==> src/rtl/uart_rx_pkg.sv <==
package uart_rx_pkg;
  localparam int IDX_W = 3;

  typedef enum logic [1:0] {
    RX_IDLE   = 2'd0,
    RX_SHIFT  = 2'd1,
    RX_PARITY = 2'd2,
    RX_STOP   = 2'd3
  } rxState_t;

  typedef struct packed {
    logic             clearData;
    logic             sampleData;
    logic [IDX_W-1:0] bitIdx;
    logic             checkParity;
    logic             parOdd;
    logic             checkStop;
  } rxStrobe_t;
endpackage

==> src/rtl/uart_rx_ctrl.sv <==
module uart_rx_ctrl
  import uart_rx_pkg::*;
#(
  parameter int TICKS_PER_BIT = 16
) (
  input  logic       clk,
  input  logic       rstN,
  input  logic       tick16,
  input  logic       rxHold,
  input  logic       fifoFull,
  input  logic [1:0] wordSel,
  input  logic [1:0] parSel,
  input  logic       lineNow,
  input  logic       lineFell,
  output rxStrobe_t  strobe
);
  localparam int CNT_W = $clog2(TICKS_PER_BIT);
  localparam logic [CNT_W-1:0] MID_CNT  = CNT_W'(TICKS_PER_BIT / 2 - 1);
  localparam logic [CNT_W-1:0] LAST_CNT = CNT_W'(TICKS_PER_BIT - 1);

  rxState_t         state;
  logic             pending;
  logic [CNT_W-1:0] tickCnt;
  logic [IDX_W-1:0] bitIdx;
  logic [IDX_W-1:0] lastIdx;
  logic             parEn;
  logic             bitDue;
  logic             startDue;

  assign lastIdx  = IDX_W'(7) - IDX_W'(wordSel);
  assign parEn    = ~parSel[1];
  assign bitDue   = tick16 && (tickCnt == LAST_CNT);
  assign startDue = tick16 && (tickCnt == MID_CNT);

  always_comb begin
    strobe             = '0;
    strobe.bitIdx      = bitIdx;
    strobe.parOdd      = parSel[0];
    strobe.clearData   = (state == RX_IDLE) && pending && startDue && !lineNow;
    strobe.sampleData  = (state == RX_SHIFT) && bitDue;
    strobe.checkParity = (state == RX_PARITY) && bitDue;
    strobe.checkStop   = (state == RX_STOP) && bitDue;
  end

  always_ff @(posedge clk or negedge rstN) begin
    if (!rstN) begin
      state   <= RX_IDLE;
      pending <= 1'b0;
      tickCnt <= '0;
      bitIdx  <= '0;
    end else begin
      case (state)
        RX_IDLE: begin
          if (!pending) begin
            if (lineFell && !rxHold && !fifoFull) begin
              pending <= 1'b1;
              tickCnt <= '0;
            end
          end else if (startDue) begin
            pending <= 1'b0;
            tickCnt <= '0;
            if (!lineNow) begin
              state  <= RX_SHIFT;
              bitIdx <= '0;
            end
          end else if (tick16) begin
            tickCnt <= tickCnt + 1'b1;
          end
        end
        RX_SHIFT: begin
          if (bitDue) begin
            tickCnt <= '0;
            if (bitIdx == lastIdx) state <= parEn ? RX_PARITY : RX_STOP;
            else                   bitIdx <= bitIdx + 1'b1;
          end else if (tick16) begin
            tickCnt <= tickCnt + 1'b1;
          end
        end
        RX_PARITY: begin
          if (bitDue) begin
            tickCnt <= '0;
            state   <= RX_STOP;
          end else if (tick16) begin
            tickCnt <= tickCnt + 1'b1;
          end
        end
        default: begin
          if (bitDue) begin
            tickCnt <= '0;
            state   <= RX_IDLE;
          end else if (tick16) begin
            tickCnt <= tickCnt + 1'b1;
          end
        end
      endcase
    end
  end

  // A halted, unarmed receiver stays unarmed
  assert_hold_keeps_idle_R3: assert property (@(posedge clk) disable iff (!rstN)
    (state == RX_IDLE && !pending && rxHold) |=> (state == RX_IDLE && !pending));

  // Frame states advance only on a tick
  assert_advance_on_tick_R8: assert property (@(posedge clk) disable iff (!rstN)
    (state != RX_IDLE && !tick16) |=> $stable(state));
endmodule

==> src/rtl/uart_rx_dpath.sv <==
module uart_rx_dpath
  import uart_rx_pkg::*;
#(
  parameter int SYNC_STAGES = 2,
  parameter int DATA_W      = 8
) (
  input  logic              clk,
  input  logic              rstN,
  input  logic              rxLine,
  input  rxStrobe_t         strobe,
  output logic              lineNow,
  output logic              lineFell,
  output logic [DATA_W-1:0] rxByte,
  output logic              rxDone,
  output logic              parityErr,
  output logic              stopErr
);
  logic [SYNC_STAGES-1:0] syncQ;
  logic                   prevLine;
  logic [DATA_W-1:0]      dataQ;

  generate
    for (genvar s = 0; s < SYNC_STAGES; s++) begin : g_sync
      always_ff @(posedge clk or negedge rstN) begin
        if (!rstN) syncQ[s] <= 1'b1;
        else if (s == 0) syncQ[s] <= rxLine;
        else syncQ[s] <= syncQ[(s == 0) ? 0 : s - 1];
      end
    end
  endgenerate

  assign lineNow  = syncQ[SYNC_STAGES-1];
  assign lineFell = prevLine & ~lineNow;

  always_ff @(posedge clk or negedge rstN) begin
    if (!rstN) begin
      prevLine  <= 1'b1;
      dataQ     <= '0;
      rxByte    <= '0;
      rxDone    <= 1'b0;
      parityErr <= 1'b0;
      stopErr   <= 1'b0;
    end else begin
      prevLine  <= lineNow;
      rxDone    <= strobe.checkStop;
      stopErr   <= strobe.checkStop & ~lineNow;
      parityErr <= strobe.checkParity & ((^dataQ) ^ lineNow ^ strobe.parOdd);
      if (strobe.clearData) dataQ <= '0;
      else if (strobe.sampleData) dataQ[strobe.bitIdx] <= lineNow;
      if (strobe.checkStop) rxByte <= dataQ;
    end
  end

  assert_done_one_clock_R8: assert property (@(posedge clk) disable iff (!rstN)
    rxDone |=> !rxDone);

  assert_parity_pulse_R6: assert property (@(posedge clk) disable iff (!rstN)
    parityErr |=> !parityErr);

  assert_stop_err_with_done_R7: assert property (@(posedge clk) disable iff (!rstN)
    stopErr |-> rxDone);

  assert_parity_apart_R9: assert property (@(posedge clk) disable iff (!rstN)
    !(parityErr && rxDone));
endmodule

==> src/rtl/uart_frame_rx.sv <==
module uart_frame_rx
  import uart_rx_pkg::*;
#(
  parameter int TICKS_PER_BIT = 16,
  parameter int SYNC_STAGES   = 2
) (
  input  logic       clk,
  input  logic       rstN,
  input  logic       tick16,
  input  logic       rxLine,
  input  logic       rxHold,
  input  logic       fifoFull,
  input  logic [1:0] wordSel,
  input  logic [1:0] parSel,
  output logic [7:0] rxByte,
  output logic       rxDone,
  output logic       parityErr,
  output logic       stopErr
);
  rxStrobe_t strobe;
  logic      lineNow;
  logic      lineFell;

  uart_rx_ctrl #(.TICKS_PER_BIT(TICKS_PER_BIT)) ctrl_i (
    .clk(clk), .rstN(rstN), .tick16(tick16), .rxHold(rxHold),
    .fifoFull(fifoFull), .wordSel(wordSel), .parSel(parSel),
    .lineNow(lineNow), .lineFell(lineFell), .strobe(strobe)
  );

  uart_rx_dpath #(.SYNC_STAGES(SYNC_STAGES), .DATA_W(8)) dpath_i (
    .clk(clk), .rstN(rstN), .rxLine(rxLine), .strobe(strobe),
    .lineNow(lineNow), .lineFell(lineFell), .rxByte(rxByte),
    .rxDone(rxDone), .parityErr(parityErr), .stopErr(stopErr)
  );

  // Five-bit words leave the upper three bits clear
  assert_short_word_aligned_R4: assert property (@(posedge clk) disable iff (!rstN)
    (rxDone && $past(wordSel) == 2'b11 && $stable(wordSel)) |-> (rxByte[7:5] == 3'b000));
endmodule

==> config.mk <==
export PLATFORM = sky130hd
export DESIGN_NAME = uart_frame_rx
export DESIGN_NICKNAME = d
export VERILOG_FILES = /design/src/rtl/uart_rx_pkg.sv /design/src/rtl/uart_rx_ctrl.sv /design/src/rtl/uart_rx_dpath.sv /design/src/rtl/uart_frame_rx.sv
export SDC_FILE = /design/constraint.sdc
export NUM_CORES = 1
export LEC_CHECK = 0
export ABC_AREA = 1
export BUFFER_PORTS_ARGS = -buffer_cell sky130_fd_sc_hd__buf_2
export CAP_MARGIN = 5
export CORE_MARGIN = 4
export CORE_UTILIZATION = 45
export CTS_CLUSTER_SIZE = 28
export DETAILED_ROUTE_END_ITERATION = 16
export PLACE_DENSITY_LB_ADDON = 0.1
export SETUP_SLACK_MARGIN = 0.5
export SLEW_MARGIN = 40
export SYNTH_ARGS = -nofsm -noshare
export SYNTH_HDL_FRONTEND = slang
export SYNTH_SLANG_ARGS = --single-unit
==> constraint.sdc <==
create_clock -name clk -period 1.8 [get_ports clk]
set_input_delay 0.09 -clock clk [delete_from_list [all_inputs] [get_ports clk]]
set_output_delay 0.09 -clock clk [all_outputs]
set_load 0.005 [all_outputs]
==> results of run 1 <==
==> worst paths after layout <==
check / from / endpoint / slack [ns] / cells past startpoint
worst max register to register: ctrl_i.tickCnt[1] / ctrl_i.state[1] / 0.40 / 10
worst min-delay path: tick16 / ctrl_i.tickCnt[1] / 0.17 / 3
min in group asynchronous: rstN / ctrl_i.tickCnt[0] / 0.28 / 2
worst max-delay path: ctrl_i.tickCnt[1] / ctrl_i.state[1] / 0.40 / 10
max in group asynchronous: rstN / dpath_i.syncQ[0] / 1.18 / 2
worst min register to register: dpath_i.syncQ[0] / dpath_i.lineNow / 0.36 / 0
==> cell usage in the layout (no fill, tap or decap), types with 4 or more instances in the layout <==
master / count
nand4_1: 8
nand2_2: 10
inv_1: 27
nand2_1: 76
nand3_1: 5
o21ai_2: 10
clkbuf_8: 7
a21o_1: 4
nor2_1: 13
nand3_2: 8
buf_4: 18
buf_2: 19
dfrtp_1: 29
a21oi_2: 6
inv_2: 5
==> power by group <==
part           switching [uW]  internal [uW]  total, uW
Combinational             717            520       1240
Clock                     265            488        753
Sequential                176            874       1050
Total                    1160           1880       3040
==> worst reg2reg max path, stage by stage, from the launching register on <==
cell and delay (ns):
dfrtp_1 0.40, ha_4 0.18, nand2_4 0.05, nor2_4 0.12
inv_2 0.06, nand2_2 0.05, nand2_2 0.06, nor2_4 0.17
nand3_2 0.09, nand2_1 0.07, nand2_1 0.04
==> through the flow <==
step	util	instance area (um2)	hold WS, ns	total power (uW)
finish	0.6109	2461	0.1660	3039
detailed placement	0.5053	2036	0.1968	1985
global placement	0.5053	2036	0.1943	1969
global route	0.6109	2461	0.1747	3296
CTS	0.5966	2404	0.1500	2952
floorplan	-	1919	-0.2056	1821
==> cell families (layout without fill, tap and decap cells) <==
| logic type | after synthesis | count (layout) | share of synthesized area |
|---|---|---|---|
| buffers and inverters | 40 | 84 | 0.1013 |
| and+or+nand+nor | 134 | 134 | 0.3251 |
| adders and majority gates | 6 | 6 | 0.03997 |
| DFF | 32 | 32 | 0.4284 |
| xor gates and xnor gates | 3 | 3 | 0.01399 |
| AOI/OAI and AO/OA | 25 | 25 | 0.09128 |
==> layout make-up <==
cell class	count	area (um2)	share of cell area
tap	50	62.56	0.02542
clock buffer	7	96.34	0.03915
timing repair buffer	42	284.0	0.1154
sequential	32	804.5	0.3269
clock inverter	1	30.03	0.01220
inverter	34	132.6	0.05389
multi-input combinational	168	1051	0.4270
==> metal layers <==
layer,up-vias,global-route usage,share of wire
met5,-,0,0
met4,0,0.06148,0.015
met3,6,0.04132,0.043
met1,726,0.2277,0.48
li1,837,-,-
met2,28,0.2655,0.46
==> repair_timing <==
action / CTS / global route
setup buffers: 13 / 4
resized for setup: 25 / 11
hold buffers: 2 / 0
hold endpoints to repair: 30 / 0
gates cloned: 0 / 0
endpoints found under the setup margin: 29 / 28
pin swaps: 10 / 12
==> registers in the layout, summed over array words and instances (netlist names) <==
| name | count |
|---|---|
| dpath_i.rxDone | 1 |
| dpath_i.prevLine | 1 |
| dpath_i.dataQ | 8 |
| ctrl_i.pending | 1 |
| dpath_i.stopErr | 1 |
| ctrl_i.state | 2 |
| dpath_i.parityErr | 1 |
| ctrl_i.tickCnt | 4 |
| dpath_i.rxByte | 8 |
| ctrl_i.bitIdx | 3 |
| dpath_i.syncQ | 1 |
| dpath_i.lineNow | 1 |
==> key figures, run 1 <==
Outcome
  – Status: finished clean

CTS
  – Sinks on the clock net: 32
  – Clock-pin slew on the worst setup and hold paths: 0.06 ns
  – TritonCTS Buffers: 5
  – Bufs on Longest Clock Path: 2
  – CTS tree: built
  – Clock Tree Root: clkbuf_8
  – H-tree Lvls: 2
  – Clock insertion delay at the later pin of the skew report: 0.28 ns

Finish
  – Layout fillers: 384
  – # diodes: 0
  – Fin cells: roughly 330
  – Final nets: 299
  – P&R area growth vs syn: 31.05%
  – Share of cells above drive strength 1: 0.3768

Worst setup path
  – Worst path cell trace: ha_4, nand2_4, nor2_4, inv_2, nand2_2, nand2_2, nor2_4, nand3_2, nand2_1, nand2_1
  – Slowest CP cell: dfrtp_1
  – Crit path kind: reg -> reg
  – CP Max Fanout: 7
  – Worst Path Required: 1.98 ns
  – Cell family with most CP delay: simple AND/OR/NAND/NOR gates
  – WP data arrival: 1.58 ns
  – Worst Path Buf+Inv: 1
  – Crit-path max cell delay: 0.40 ns
  – Setup crit end kind: flop
  – Crit start category: flop

Routing
  – DRC errors left: 0
  – Antenna Nets Post-Route: 0
  – Starting DRT DRC Count: between 50 and 60
  – Routed WL: 3930 um
  – Via count: 1597
  – Via-to-Cell Ratio: 4.781
  – Avg WL per Cell: approximately 12 um
  – Drt pass-1 iters: 4

Die
  – Die height: 72.60 um
  – Die X: 72.60 um
  – Starting Density: 0.4661
  – Std-Cell Rows: 23
  – Die ar.: 5271 um2
  – CORE AREA: 4029 um2
  – Ports: 21

STA
  – Endpoints failing setup: 0
  – Setup Skew: 0.002224 ns
  – Endpoints failing hold: 0
  – Min Tclk post-route: 1.404 ns
  – TNS Setup: 0 ns
  – Final worst setup slack: 0.3957 ns
  – Fin. max-slew vios: 0
  – Worst relative slew slack: 0.7219
  – RSZ-0062 raised after global routing: yes
  – Worst-Margin Slew: 0.4171 ns
  – Maximum clock rate: ~700 MHz
  – Final period utilization: 0.7802

Yosys
  – Synthesized net count: roughly 260
  – Yosys top cell area share: 0.3864
  – Ys Warns: 0
  – Most common cell in the synthesized netlist: nand2_1
  – Fraction of the yosys area taken by sequential cells: 0.4284
  – Syn Area/Cell: between 7 and 8 um2
  – Post-Syn Instances: 240
  – Synth top area cells: dfrtp_1, nand2_1, inv_1
  – Largest area contributor in the netlist: dfrtp_1
  – Asr flop ratio synth: 1.000
  – Commonest cells in the netlist: nand2_1, inv_1, dfrtp_1, nor2_1, nand3_1
  – Unique cell type count in the Yosys netlist: 25
  – Synthesized area: 1878 um2
  – Ys flop type: dfrtp_1
  – Number of synthesized flops with an enable pin: 0
  – Seq cells post-synth: 32

Place
  – # port buffers: 20
  – Placer congestion estimate: ~0.76
  – Dpl cells: 307
  – HPWL after DPL: 2585 um
  – Pre-CTS setup slack: 0.2299 ns

GRT
  – Initial antenna violation count: 0
  – First-pass GRT wire length: 6886 um
  – GRT overflow: 0
  – Tot GR Track Use: 0.1695
  – Largest net degree at the start of global routing: 33
  – Vias in the first global route: 1501

Hold path
  – Hold Crit Class: in -> reg

Flow run
  – Maximum capacitance violations: 0

Power and ir drop
  – P per Cell Area: 1235 nW/um2
  – Max VDD drop: between 0.0005 and 0.0006 V
  – Leak: 0.001317 uW
Power figures use the tool's default switching activity.
==> inputs of run 2 (changes only) <==
- ABC_AREA: 1 -> 0
- clock period: 1.8 -> 1.31 ns (I/O delays scaled with it)
==> run 2 against run 1 <==
Compared with the run above:
- the run now ends with setup timing left
- critical path depth shrank 5
- worst hold slack lost 0.066 ns
- register-to-register slack lost 0.71 ns
- cell count shrank 20%
- synthesized area shrank 14%
- fmax shrank 14%
- first-iteration DRC count grew 51%
- critical path type unchanged
- largest cell class unchanged
==> key figures, run 2 <==
Worst setup path
  – CP Max Fanout: 3
  – Crit-path max cell delay: 0.42 ns
  – Worst path cell trace: ha_4, and4b_1, a31o_2, nand3_2, mux2_4
  – Cell family with most CP delay: flip-flops
  – Worst Path Required: 1.52 ns
  – Crit start category: flop
  – Crit path kind: reg -> reg
  – Setup crit end kind: flop
  – WP data arrival: 1.83 ns
  – Worst Path Buf+Inv: 0
  – Slowest CP cell: dfrtp_1

STA
  – Worst-Margin Slew: 0.3922 ns
  – Fin. max-slew vios: 0
  – Endpoints failing hold: 0
  – Final period utilization: 1.242
  – Setup Skew: 0.01575 ns
  – RSZ-0062 raised after global routing: yes
  – Final worst setup slack: -0.3164 ns
  – Min Tclk post-route: 1.626 ns
  – Maximum clock rate: 614.8 MHz
  – Endpoints failing setup: 26
  – Worst relative slew slack: 0.7361

GRT
  – First-pass GRT wire length: 6292 um
  – Tot GR Track Use: 0.1858
  – GRT overflow: 0
  – Largest net degree at the start of global routing: 18
  – Vias in the first global route: 1381
  – Initial antenna violation count: 0

Yosys
  – Synth top area cells: dfrtp_1, mux2_2, dfstp_2
  – Commonest cells in the netlist: dfrtp_1, nor2_1, mux2_2, nand2_1, xnor2_1
  – XOR/XNOR Fraction of Synth Area: 0.07907
  – Largest area contributor in the netlist: dfrtp_1
  – Adder-cell share of the synthesized area: 0.04651
  – Ys Warns: 0
  – Yosys top cell area share: 0.4496
  – Compound-gate portion of the synthesized area: 0.08760
  – Asr flop ratio synth: 1.000
  – Largest family of logic cells by synthesized area: simple AND/OR/NAND/NOR gates
  – Seq cells post-synth: 32
  – Unique cell type count in the Yosys netlist: 31
  – Synthesized net count: 162
  – Number of synthesized flops with an enable pin: 0
  – Most common cell in the synthesized netlist: dfrtp_1
  – Ys flop type: dfrtp_1
  – Post-Syn Instances: about 150
  – Synth Area in Simple Gates: 0.1581
  – Mux contribution to synthesized area: 0.1008
  – Fraction of the yosys area taken by sequential cells: 0.4984
  – Syn Area/Cell: 11.06 um2
  – Synthesized area: approximately 1600 um2

Finish
  – Register area: 805.8 um2
  – Biggest registers after layout: dpath_i.dataQ (8), dpath_i.rxByte (8), ctrl_i.tickCnt (4)
  – Fin cells: 266
  – P&R area growth vs syn: 50.00%
  – Commonest non-fill, non-tap cell in the layout: buf_4
  – # diodes: 0
  – Layout fillers: 256
  – Multi-input gate area: 967.2 um2
  – Commonest cells after routing, fill and taps aside: buf_4, dfrtp_1, buf_2
  – Fin util: 0.7143
  – Final nets: 235
  – Share of cells above drive strength 1: 0.5182

Hold path
  – Hold Crit Class: in -> reg

Routing
  – Avg WL per Cell: 14.15 um
  – Drt pass-1 iters: 4
  – DRC errors left: 0
  – Antenna Nets Post-Route: 0
  – Starting DRT DRC Count: between 80 and 90
  – Routed WL: 3763 um
  – Via-to-Cell Ratio: 5.150
  – Via count: 1370

Place
  – HPWL after DPL: 2557 um
  – Dpl cells: 241
  – Placer congestion estimate: 0.8518
  – # port buffers: 20

CTS
  – H-tree Lvls: 2
  – Clock Tree Root: clkbuf_4
  – Bufs on Longest Clock Path: 2
  – Clock insertion delay at the later pin of the skew report: 0.33 ns
  – CTS tree: built
  – TritonCTS Buffers: 5
  – Sinks on the clock net: 32
  – Clock-pin slew on the worst setup and hold paths: 0.09 ns

Outcome
  – Failing checks: setup timing
  – Status: complete, but fails checks

Die
  – CORE AREA: 3390 um2
  – Die X: 67.89 um
  – Ports: 21
  – Std-Cell Rows: 21
  – Starting Density: 0.4762
  – Die height: 67.89 um
  – Die ar.: 4609 um2

Flow run
  – Maximum capacitance violations: 0

Power and ir drop
  – Max VDD drop: slightly below 0.001 V
  – P per Cell Area: roughly 1700 nW/um2
  – Leak: 0.001258 uW
run 2: changes by cell type after synthesis, sizes merged, moves of 5 or more:
cell,delta
nand4,-5
xnor2,+8
mux2,+10
a21oi,-7
mux2i,+5
nand2,-80
nand3,-14
o22a,+8
o21ai,-8
inv,-26
run 2: logic make-up (layout without fill, tap and decap cells):
group / count (synthesis) / after routing
multiplexers: 15 / 15
flip-flops: 32 / 32
XOR/XNOR: 13 / 13
adder cells (fa/ha/maj): 6 / 6
AND/OR/NAND/NOR: 50 / 51
buffers and inverters: 12 / 85
AO/OA/AOI/OAI: 18 / 18
run 2: final cells by class:
cell class,instances,share of cell area
Sequential cell,32,0.3328
Clock inverter,1,0.002067
Tap cell,46,0.02377
Clock buffer,7,0.01860
Timing Repair Buffer,69,0.2098
Multi-Input combinational cell,103,0.3995
Inverter,8,0.01344
run 2: final timing paths:
| path | startpoint | endpoint | slack, ns | depth (start not counted) |
|---|---|---|---|---|
| worst max register to register | ctrl_i.tickCnt[1] | ctrl_i.state[1] | -0.32 | 5 |
| worst max-delay path | ctrl_i.tickCnt[1] | ctrl_i.state[1] | -0.32 | 5 |
| worst min register to register | dpath_i.syncQ[0] | dpath_i.lineNow | 0.36 | 0 |
| max in group asynchronous | rstN | dpath_i.prevLine | 0.61 | 3 |
| min in group asynchronous | rstN | dpath_i.rxByte[5] | 0.18 | 2 |
| worst min-delay path | fifoFull | ctrl_i.tickCnt[2] | 0.10 | 3 |
run 2: worst min-delay path: stages:
cell and delay [ns]:
buf_2 0.10, nor4b_4 0.06, o22ai_1 0.15
run 2: through the flow:
step                power (uW)  hold WS, ns  cell area, um2  TNS, ns  setup slack (ns)
floorplan                 2392      -0.2301            1698   -1.913           -0.2219
global placement          2919      0.01058            2074   -4.187           -0.2961
detailed placement        3001      0.01799            2074   -5.006           -0.3487
CTS                       3927      0.09775            2344   -4.510           -0.2802
global route              4322      0.09564            2421   -6.931           -0.3703
finish                    4072       0.1004            2421   -5.093           -0.3164
run 2: repair_timing:
item / CTS / global route
endpoints found under the hold margin: 32 / 0
setup endpoints to repair: 40 / 40
resized for setup: 28 / 5
pin swaps: 18 / 5
hold buffers: 2 / 0
buffers inserted: 8 / 5
cloned: 1 / 1
run 2: power by group:
part | total [uW] | switching (uW) | internal, uW
logic | 2150 | 1010 | 1140
clock network | 525 | 316 | 209
registers | 1390 | 216 | 1180
total | 4070 | 1550 | 2530
run 2: metal layers:
layer  up-vias  global-route usage  part of all wire
met5         -                   0                 0
met4         0             0.06700             0.012
met1       669              0.2379              0.46
met2        33              0.2977              0.48
li1        662                   -                 -
met3         6             0.05583             0.047
==> inputs of run 3 (changes only) <==
- BUFFER_PORTS_ARGS: -buffer_cell sky130_fd_sc_hd__buf_2 -> -buffer_cell sky130_fd_sc_hd__buf_4
- CORE_MARGIN: 4 -> 1.5
==> run 3 against run 2 <==
Compared with the run above:
- the flow still finishes with violations (setup timing)
- die area shrank 14%
- routed wire length grew 27%
- clock power grew 4.2%
- flip-flop and latch count is the same
- cell count grew 4.1%
- worst hold slack gained 0.047 ns
- sequential share of layout area shrank 4.3 points
- combinational power grew 17%
- cell area grew 15%
- global-route usage grew 6.0 points
- critical endpoint is now ctrl_i.state[0]
- highest routed layer unchanged
==> key figures, run 3 (same netlist as run 2, synthesis figures left out) <==
Worst setup path
  – Crit path kind: reg -> reg
  – Reg2reg end: ctrl_i.state[0]
  – Reg2reg start: ctrl_i.tickCnt[1]
  – Worst Path Required: 1.53 ns
  – Slowest CP cell: dfrtp_1
  – WP data arrival: 1.87 ns
  – Path depth of the worst reg2reg path: 7
  – Crit. path cell count: 7
  – CP Max Fanout: 5
  – Worst path cell trace: ha_4, nand4_1, buf_6, buf_8, o21ai_0, nand3_2, mux2_4
  – R2R setup slack: -0.33 ns
  – Crit-path max cell delay: 0.40 ns
  – Cell family with most CP delay: flip-flops
  – Crit start category: flop
  – Setup crit end kind: flop
  – Worst Path Buf+Inv: 2

CTS
  – H-tree Lvls: 2
  – Sinks on the clock net: 32
  – TritonCTS Buffers: 5
  – CTS tree: built
  – Clock-pin slew on the worst setup and hold paths: 0.10 ns
  – Clock insertion delay at the later pin of the skew report: 0.33 ns
  – Bufs on Longest Clock Path: 2
  – Clock Tree Root: clkbuf_4

STA
  – Min Tclk post-route: 1.644 ns
  – Final worst setup slack: -0.3342 ns
  – Endpoints failing setup: 28
  – Maximum clock rate: 608.2 MHz
  – Endpoints failing hold: 0
  – Worst relative slew slack: 0.7235
  – Final period utilization: 1.255
  – RSZ-0062 raised after global routing: yes
  – Setup Skew: around 0.010 ns
  – TNS Setup: -6.106 ns
  – Worst-Margin Slew: approximately 0.41 ns
  – Fin. max-slew vios: 0

Routing
  – Routed WL: 4793 um
  – Avg WL per Cell: roughly 17 um
  – DRC errors left: 0
  – Via-to-Cell Ratio: between 5 and 6
  – Drt pass-1 iters: 4
  – Via count: 1470
  – Antenna Nets Post-Route: 0
  – Starting DRT DRC Count: ~100

Power and ir drop
  – Tot Pwr: roughly 4500 uW
  – Max VDD drop: 0.001050 V
  – P per Cell Area: 1601 nW/um2
  – Leak: roughly 0.0014 uW

Finish
  – Biggest registers after layout: dpath_i.dataQ (8), dpath_i.rxByte (8), ctrl_i.tickCnt (4)
  – Share of cells above drive strength 1: 0.6061
  – Fin cells: 277
  – Commonest non-fill, non-tap cell in the layout: buf_4
  – # diodes: 0
  – Final nets: 246
  – P&R area growth vs syn: 72.48%
  – Commonest cells after routing, fill and taps aside: buf_4, dfrtp_1, buf_6

Die
  – Die X: 62.89 um
  – Die ar.: 3955 um2
  – Std-Cell Rows: 21
  – CORE AREA: roughly 3400 um2
  – Ports: 21
  – Die height: 62.89 um
  – Starting Density: 0.4762

Flow run
  – Maximum capacitance violations: 0

Place
  – HPWL after DPL: 2794 um
  – # port buffers: 20
  – Pre-CTS setup slack: -0.3548 ns
  – Placer congestion estimate: 0.8518
  – Dpl cells: between 200 and 250

Outcome
  – Failing checks: setup timing
  – Status: complete, but fails checks

Hold path
  – Hold Crit Class: in -> reg
  – Hold Path Origin: fifoFull
  – Hold Crit Depth: 4
  – Hold endpoint: ctrl_i.pending

GRT
  – First-pass GRT wire length: 7424 um
  – Tot GR Track Use: 0.2455
  – Vias in the first global route: 1532
  – Initial antenna violation count: 0
  – Largest net degree at the start of global routing: 33
  – GRT overflow: 0
## run 3: cell types whose count changed in the layout (fill, tap and decap cells not counted), moves of 3 or more
cell,before,now
nor4_1,3,0
mux2_4,2,10
nor2_1,16,9
mux2_2,8,0
nor4_4,1,4
nor2_2,0,6
buf_6,6,27
buf_2,20,0
buf_4,40,49
## run 3: metrics by stage
step / hold slack, ns / cell area, um2 / utilization
CTS: 0.09581 / 2561 / 0.7556
global route: 0.1215 / 2784 / 0.8213
global placement: 0.01846 / 2155 / 0.6357
finish: 0.1473 / 2784 / 0.8213
detailed placement: 0.02798 / 2155 / 0.6357
floorplan: -0.2301 / 1698 / -
## run 3: cell type report
| cell class | instances | area, um2 |
|---|---|---|
| clock buffers | 7 | 45.04 |
| clock inverters | 1 | 5.005 |
| fillers | 168 | 605.6 |
| inverters | 8 | 32.53 |
| multi-input cells | 103 | 1111 |
| flip-flops and latches | 32 | 805.8 |
| well taps | 46 | 57.56 |
| repair buffers | 80 | 726.9 |
## run 3: power breakdown
group | leakage, uW | switching [uW] | internal, uW
combinational | 0.000915 | 1240 | 1280
clock | 0.0000293 | 338 | 209
sequential | 0.000418 | 212 | 1180
total | 0.00136 | 1790 | 2660
## run 3: layer usage
layer / routed length (um) / global-route usage / up-vias
li1: - / - / 684
met1: 2013 / 0.2934 / 732
met2: 2521 / 0.4282 / 47
met3: 183 / 0.05586 / 7
met4: 75 / 0.09167 / 0
met5: 0 / 0 / -
## run 3: worst max-delay path by stage
stage                     slack, ns              start                to
after floorplan               -0.22  ctrl_i.tickCnt[0]   ctrl_i.state[0]
after global placement        -0.29  ctrl_i.tickCnt[1]  dpath_i.dataQ[7]
after detailed placement      -0.35  ctrl_i.tickCnt[0]  dpath_i.dataQ[1]
after CTS                     -0.29  ctrl_i.tickCnt[0]   ctrl_i.state[1]
after global routing          -0.38  ctrl_i.tickCnt[1]   ctrl_i.state[0]
final                         -0.33  ctrl_i.tickCnt[1]   ctrl_i.state[0]
## run 3: tightest hold or removal path: cells and delay by family
family | cells | cell delay [ns]
AOI/OAI and AO/OA | 1 | 0.18
buffers and inverters | 1 | 0.09
and+or+nand+nor | 2 | 0.12
## run 3: what timing repair did
item,4_1_cts,5_1_grt
setup endpoints to repair,41,41
endpoints found under the hold margin,33,0
hold buffers,2,0
cloned,3,0
pin swaps,17,20
buffers inserted,9,10
gates resized for setup,51,38
